### config.mk
export PLATFORM = sky130hd
export DESIGN_NAME = fpe_status_reg
export DESIGN_NICKNAME = d
export VERILOG_FILES = /design/src/rtl/fpe_pkg.sv /design/src/rtl/fpe_op_fsm.sv /design/src/rtl/fpe_err_flags.sv /design/src/rtl/fpe_status_reg.sv
export SDC_FILE = /design/constraint.sdc
export NUM_CORES = 1
export LEC_CHECK = 0
export BUFFER_PORTS_ARGS = -buffer_cell sky130_fd_sc_hd__buf_2
export CORE_MARGIN = 4
export CORE_UTILIZATION = 40
export DETAILED_ROUTE_END_ITERATION = 7
export PLACE_DENSITY_LB_ADDON = 0.25
export SLEW_MARGIN = 40
export SYNTH_ARGS = -nofsm -noshare
export SYNTH_HDL_FRONTEND = slang
export SYNTH_SLANG_ARGS = --single-unit
export TNS_END_PERCENT = 50
### constraint.sdc
create_clock -name clk -period 1.62 [get_ports clk]
set_input_delay 0.405 -clock clk [delete_from_list [all_inputs] [get_ports clk]]
set_output_delay 0.405 -clock clk [all_outputs]
set_load 0.05 [all_outputs]
### src/rtl/fpe_pkg.sv
package fpe_pkg;
  localparam int STAT_W  = 8;
  localparam int B_READY = 7;
  localparam int B_ESUSP = 6;
  localparam int B_EERR  = 5;
  localparam int B_PERR  = 4;
  localparam int B_VPP   = 3;
  localparam int B_PSUSP = 2;
  localparam int B_PROT  = 1;
  localparam int B_RSVD  = 0;

  typedef enum logic [2:0] {
    ST_IDLE,
    ST_PGM,
    ST_ERS,
    ST_PSUSP,
    ST_ESUSP,
    ST_NPGM
  } op_state_e;
endpackage

### src/rtl/fpe_op_fsm.sv
module fpe_op_fsm
  import fpe_pkg::*;
(
  input  logic      clk,
  input  logic      rst,
  input  logic      pgm_start,
  input  logic      ers_start,
  input  logic      done,
  input  logic      suspend,
  input  logic      resume,
  input  logic      fault,
  output op_state_e state_q,
  output logic      pgm_active,
  output logic      ers_active
);
  op_state_e state_d;

  // priority inside a state: failure/done, then suspend/resume, then start
  always_comb begin
    state_d = state_q;
    unique case (state_q)
      ST_IDLE: begin
        if (pgm_start)      state_d = ST_PGM;
        else if (ers_start) state_d = ST_ERS;
      end
      ST_PGM: begin
        if (fault || done) state_d = ST_IDLE;
        else if (suspend)  state_d = ST_PSUSP;
      end
      ST_ERS: begin
        if (fault || done) state_d = ST_IDLE;
        else if (suspend)  state_d = ST_ESUSP;
      end
      ST_PSUSP: begin
        if (resume) state_d = ST_PGM;
      end
      ST_ESUSP: begin
        if (resume)         state_d = ST_ERS;
        else if (pgm_start) state_d = ST_NPGM;
      end
      ST_NPGM: begin
        if (fault || done) state_d = ST_ESUSP;
      end
      default: state_d = ST_IDLE;
    endcase
  end

  always_ff @(posedge clk) begin
    if (rst) state_q <= ST_IDLE;
    else     state_q <= state_d;
  end

  assign pgm_active = (state_q == ST_PGM) || (state_q == ST_NPGM);
  assign ers_active = (state_q == ST_ERS);
endmodule

### src/rtl/fpe_err_flags.sv
module fpe_err_flags (
  input  logic clk,
  input  logic rst,
  input  logic clr,
  input  logic pgm_active,
  input  logic ers_active,
  input  logic done,
  input  logic vpp_fault,
  input  logic prot_hit,
  input  logic cell_fail,
  output logic vpp_q,
  output logic prot_q,
  output logic perr_q,
  output logic eerr_q
);
  logic active;
  logic fault_any;
  logic op_fails;

  assign active    = pgm_active || ers_active;
  assign fault_any = vpp_fault || prot_hit || cell_fail;
  // a stored protection hit turns a normal completion into a failure
  assign op_fails  = fault_any || (done && prot_q && !clr);

  always_ff @(posedge clk) begin
    if (rst) begin
      vpp_q  <= 1'b0;
      prot_q <= 1'b0;
      perr_q <= 1'b0;
      eerr_q <= 1'b0;
    end else begin
      if (clr) begin
        vpp_q  <= 1'b0;
        prot_q <= 1'b0;
        perr_q <= 1'b0;
        eerr_q <= 1'b0;
      end
      // set terms follow the clear, so a same-cycle error survives it
      if (active && vpp_fault)    vpp_q  <= 1'b1;
      if (active && prot_hit)     prot_q <= 1'b1;
      if (pgm_active && op_fails) perr_q <= 1'b1;
      if (ers_active && op_fails) eerr_q <= 1'b1;
    end
  end
endmodule

### src/rtl/fpe_status_reg.sv
module fpe_status_reg
  import fpe_pkg::*;
(
  input  logic              clk,
  input  logic              rst,
  input  logic              hostbus_mode_i,
  input  logic              clr_stat_i,
  input  logic              pgm_start_i,
  input  logic              ers_start_i,
  input  logic              done_i,
  input  logic              suspend_i,
  input  logic              resume_i,
  input  logic              vpp_fault_i,
  input  logic              prot_hit_i,
  input  logic              cell_fail_i,
  output logic [STAT_W-1:0] stat_o,
  output logic              ready_o
);
  op_state_e st_q;
  logic      pgm_act, ers_act;
  logic      vpp_q, prot_q, perr_q, eerr_q;
  logic      fault_any;

  assign fault_any = vpp_fault_i || prot_hit_i || cell_fail_i;

  fpe_op_fsm u_fsm (
    .clk        (clk),
    .rst        (rst),
    .pgm_start  (pgm_start_i),
    .ers_start  (ers_start_i),
    .done       (done_i),
    .suspend    (suspend_i),
    .resume     (resume_i),
    .fault      (fault_any),
    .state_q    (st_q),
    .pgm_active (pgm_act),
    .ers_active (ers_act)
  );

  fpe_err_flags u_err (
    .clk        (clk),
    .rst        (rst),
    .clr        (clr_stat_i),
    .pgm_active (pgm_act),
    .ers_active (ers_act),
    .done       (done_i),
    .vpp_fault  (vpp_fault_i),
    .prot_hit   (prot_hit_i),
    .cell_fail  (cell_fail_i),
    .vpp_q      (vpp_q),
    .prot_q     (prot_q),
    .perr_q     (perr_q),
    .eerr_q     (eerr_q)
  );

  always_comb begin
    stat_o          = '0;
    stat_o[B_READY] = !(pgm_act || ers_act);
    stat_o[B_ESUSP] = (st_q == ST_ESUSP) || (st_q == ST_NPGM);
    stat_o[B_EERR]  = eerr_q;
    stat_o[B_PERR]  = perr_q;
    stat_o[B_VPP]   = vpp_q;
    stat_o[B_PSUSP] = (st_q == ST_PSUSP);
    stat_o[B_PROT]  = prot_q && hostbus_mode_i;
    stat_o[B_RSVD]  = 1'b0;
  end

  assign ready_o = stat_o[B_READY];
endmodule

# Word-level counts from Yosys, hierarchy flattened
# Cells that the tools add are included.
# totals
register_bits,7
mem_count,0
ramBits,0
latch_bits,0
rom_bits,0
elab_cells,54
# classes
n_reduce_logical,22
n_addsub,0
multipliers,0
eq_ne,11
n_mux,16
n_div,0
n_lt_le_gt_ge,0
shift,0
bitwise,0
# ops
op,count
$mux W3,10
$pmux W3 S6,1
$reduce_bool A2 Y1,4
$logic_and A1 B1 Y1,7
$logic_or A1 B1 Y1,7
$eq A3 B2 Y1 const B,2
$eq A3 B3 Y1 const B,2
$ne A3 B2 Y1 const B,2
$ne A3 B3 Y1 const B,2
$reduce_and A6 Y1,1
$mux W1,5
$eq A3 B1 Y1 const B,1
$logic_not A3 Y1,1
$logic_not A1 Y1,2
$ne A2 B1 Y1 const B,1
$ne A2 B2 Y1 const B,1

# Longest topological paths before layout
# logic_depth
depth_word,5
mapped_depth,5

# Cells and area by module
# From an unflattened synthesis, not the netlist that was laid out.
# unflattened
cells_unflattened,64
area_unflattened_um2,559.3
# by_module_without_submodules
module,seq_area_each_um2,area_each_um2,cells_each,instances
fpe_op_fsm,60.1,316.6,35,1
fpe_err_flags,80.1,170.2,18,1
fpe_status_reg,0.0,72.6,11,1

# Least setup slack after synthesis
# No wires, ideal clock.
# synth_timing
path_kind,register -> register
start,register u_fsm.state_q[0]
end,register u_fsm.state_q[0]
period_less_slack_ns,2.180
path_buffers,1
t_arrival_ns,2.093
path_slack_ns,-0.560
stages_incl_launch_ff,6
path_cell_list,dfxtp_1 buf_6 inv_1 nor3_1 nor3_1 a221oi_2
# synth_via
elab_chain_len,3
# synth_lines
item,line,text
"start, declared",fpe_op_fsm.sv:12,"output op_state_e state_q,"
"start signal, assigned",fpe_op_fsm.sv:50,else state_q <= state_d;
$eq A3 B2 Y1 *,n/a,
via stat_o[2],fpe_status_reg.sv:16,"output logic [STAT_W-1:0] stat_o,"
$ne A2 B2 Y1 (no source line),n/a,
$reduce_and A6 Y1 (no source line),n/a,
# The timed path passes the listed nets; every way through them passes the cells marked *.
# A chain may end at the register's enable or synchronous reset.

# Worst setup path in the final report
# layout_timing
start,register u_fsm.state_q[1]
end,output port ready_o
# layout_via
elab_chain_len,4
# layout_lines
item,line,text
$eq A3 B1 Y1 / $eq A3 B3 Y1 (equally long branches),fpe_op_fsm.sv:53,assign pgm_active = (state_q == ST_PGM) || (state_q == ST_NPGM);
$logic_or A1 B1 Y1,fpe_op_fsm.sv:53,
$logic_or A1 B1 Y1 *,fpe_status_reg.sv:58,stat_o[B_READY] = !(pgm_act || ers_act);
$logic_not A1 Y1 *,fpe_status_reg.sv:58,
"end, declared",fpe_status_reg.sv:17,output logic ready_o
# Mark *: on every way between the ends. The rest lies on a longest branch, timed or not.

==> metrics.md <==
| Metric | Value |
|---|---|
| Multi-input gate area | around 350 µm² |
| Register area share after synthesis | roughly a quarter |
| Area of the core | 0.001171 mm² |
| Leakage power | roughly 0.00034 µW |
| F_max | 0.5903 GHz |
| GRT Total Usage | approximately 14% |
| Startpoint Class | flop |
| Post-Syn Instances | 63 |
| Hold Vio Cnt, Final | 0 |
| Final worst setup slack | -0.07400 ns |
| Unique masters post-synth | 28 |
| Vias in the first global route | about 450 |
| # rows | 12 |
| Setup crit end | ready_o |
| Height of the die | ~44 µm |
| Required @ worst endpoint | 1.21 ns |
| CTS H-Tree Depth | 1 |
| FF-to-FF setup slack | 0.02 ns |
| Storage element area | 142.6 µm² |
| Comb power frac | 63.3% |
| Grt ovf | 0 |
| Clock transition at path regs | 0.05 ns |
| Layout cell share with drive strength beyond 1 | between 50 and 60% |
| Area of the mapped netlist | between 500 and 600 µm² |
| CP Launch Point | u_fsm.state_q[1]$_SDFFE_PP0P_ |
| RSZ-0062 raised after global routing | true |
| Setup violations, final | 2 |
| Final Hold Slack | 0.4259 ns |
| DR iter-0 viols | 18 |
| Worst setup EP type | primary output |
| Clock latency on the worst-skew pair | ~0.25 ns |
| Worst vdd ir | between 0.6 and 0.7 mV |
| Ys flop type | dfxtp_1 |
| Initial antenna violation count | 0 |
| Iteration count of the initial detailed-routing pass | 4 |
| Nets | a little over 100 |
| DR WL/cell | ~12 µm |
| Final Critical Period | about 1.7 ns |
| Diode count | 0 |
| Post-synth EDFFs | 0 |
| Max-cap check violation count | 0 |
| RR Endpoint | u_fsm.state_q[0]$_SDFFE_PP0P_ |
| Vias per cell | between 5 and 6 |
| Total power | 1092 µW |
| Post-route ant nets | 0 |
| RR Startpoint | u_fsm.state_q[1]$_SDFFE_PP0P_ |
| Clock tree buffer depth | 2 |
| Routed wire length | between 1000 and 1500 µm |
| Switching share of total power | 46.26% |
| Cell Pwr Density | 1460 mW/mm² |
| Die Area | roughly 0.0020 mm² |
| CTS root buf | clkbuf_4 |
| Initial core utilization | between 40% and 50% |
| Internal power | roughly 590 µW |
| Fraction of synthesis flops using an asynchronous set or reset pin | 0% |
| TritonCTS Buffers | 3 |
| I/O pin total | 21 |
| DRC Markers | 0 |
| Period utilization | 104.6% |
| Area delta synth->final | 41.71% |
| GP Congestion | 0.7940 |
| Status | finished with violations |
| Global-route wire length before repair | between 2000 and 2500 µm |
| Filler cells | between 90 and 100 |
| Reg2Reg Depth | 6 |
| WS Path Type | reg -> out |
| CTS tree | built |
| Yosys reg bits | 7 |
| Via count | roughly 540 |
| Syn Area/Cell | around 8.4 µm² |
| Yosys warnings | 0 |
| Crit path max fanout | 4 |
| Clk pwr share | 14.6% |
| Die X | around 44 µm |
| Flop pwr share | between 20 and 25% |
| Final Max Tran Viols | 0 |
| PortBufs | 19 |
| Clock sinks | 7 |
| Cts hold-fix bufs | 0 |
| Pin count of the biggest net entering global routing | 10 |
| Detailed placement HPWL | just over 1000 µm |
| Data arrival, critical path | about 1.3 ns |
| Syn nets | between 70 and 80 |
| P_sw | between 500 and 600 µW |
| Failing checks | negative setup slack |
| Hold Crit Class | in -> reg |
| Clock Skews | a little over 0.007 ns |
==> layout by cell type (no fill, tap or decap), drive strengths merged <==
cell | netlist | layout
nor2b | 5 | 5
a21oi | 7 | 7
nand2b | 1 | 1
o21ba | 1 | 1
a211o | 1 | 1
a221oi | 3 | 3
and2 | 1 | 1
nand2 | 1 | 1
conb | 1 | 1
inv | 5 | 5
nor4 | 1 | 1
a211oi | 1 | 1
nand3b | 1 | 1
or3b | 1 | 1
buf | 7 | 29
dfxtp | 7 | 7
nor2 | 6 | 6
a2111o | 1 | 1
nor4b | 2 | 2
nor3 | 5 | 5
nand3 | 1 | 1
o21ai | 2 | 2
or4 | 2 | 2
clkbuf | 0 | 4
==> power groups by stage <==
stage | combinational (µW) | clock, µW | sequential [µW]
5_1_grt | 736 | 177 | 245
6_report | 691 | 159 | 242
2_1_floorplan | 490 | 0 | 233
4_1_cts | 675 | 166 | 241
3_5_place_dp | 599 | 0 | 240
3_3_place_gp | 596 | 0 | 240
==> stage by stage <==
step	worst slack, ns	setup TNS (ns)	cells	util (%)	cell area (µm²)
2_1_floorplan	-0.05699	-0.05699	63	-	549.3
3_3_place_gp	-0.08707	-0.1874	98	57.16	669.4
3_5_place_dp	-0.09842	-0.2857	98	57.16	669.4
4_1_cts	-0.07935	-0.1581	102	63.25	740.7
5_1_grt	-0.1231	-0.3746	103	63.89	748.2
6_report	-0.07400	-0.1476	103	63.89	748.2
==> critical path, stage by stage, from the launching register on <==
cell and delay, ns:
dfxtp_2 0.36, or3b_4 0.41, o21ai_4 0.09, inv_4 0.05
buf_6 0.14
==> cells by family (layout without fill, tap and decap cells) <==
group	after synthesis	in the layout	synth area share, %
buf+inv	12	38	14.22
other cells	1	1	0.7102
flops	7	7	26.54
compound gates	16	16	26.30
simple gates	27	27	32.23
==> final cells by class <==
| cell class | count | area share [%] |
|---|---|---|
| flip-flops and latches | 7 | 19.06 |
| inverters | 5 | 2.843 |
| well taps | 14 | 2.341 |
| multi-input cells | 44 | 46.15 |
| repair buffers | 29 | 26.09 |
| clock buffers | 4 | 3.512 |
==> worst min-delay path by stage <==
stage	start	end	slack, ns	cells past startpoint
5_1_grt	rst	u_fsm.state_q[0]$_SDFFE_PP0P_	0.43	2
2_1_floorplan	rst	u_fsm.state_q[0]$_SDFFE_PP0P_	0.47	1
3_3_place_gp	u_err.vpp_q$_SDFFE_PP0P_	u_err.vpp_q$_SDFFE_PP0P_	0.57	3
6_report	rst	u_fsm.state_q[0]$_SDFFE_PP0P_	0.43	2
4_1_cts	rst	u_fsm.state_q[0]$_SDFFE_PP0P_	0.42	2
3_5_place_dp	u_err.eerr_q$_SDFFE_PP0P_	u_err.eerr_q$_SDFFE_PP0P_	0.58	3
==> flip-flops by register name, indices dropped and copies added, names as in the netlist <==
name           cells
u_err.eerr_q       1
u_err.perr_q       1
u_fsm.state_q      3
u_err.vpp_q        1
u_err.prot_q       1
==> per-layer routing <==
metal	global-route usage (%)	wire (µm)	vias up
met2	21.80	593	16
li1	-	-	276
met1	19.56	587	245
met5	0	0	-
met4	0	0	0
met3	7.724	87	0
==> cell usage after synthesis, types with 2 or more instances <==
master,instances,area [µm²]
dfxtp_1,7,140.1
a21oi_1,6,30.03
buf_4,6,45.04
nor2_1,6,22.52
nor2b_1,5,31.28
inv_1,4,15.01
nor3_1,4,20.02
a221oi_2,3,45.04
nor4b_1,2,17.52
o21ai_0,2,10.01
==> timing repair <==
item,CTS,global route
endpoints found under the setup margin,4,3
resized for setup,14,0
setup buffers,0,1
No activity file was read; power rests on OpenSTA's default activity.
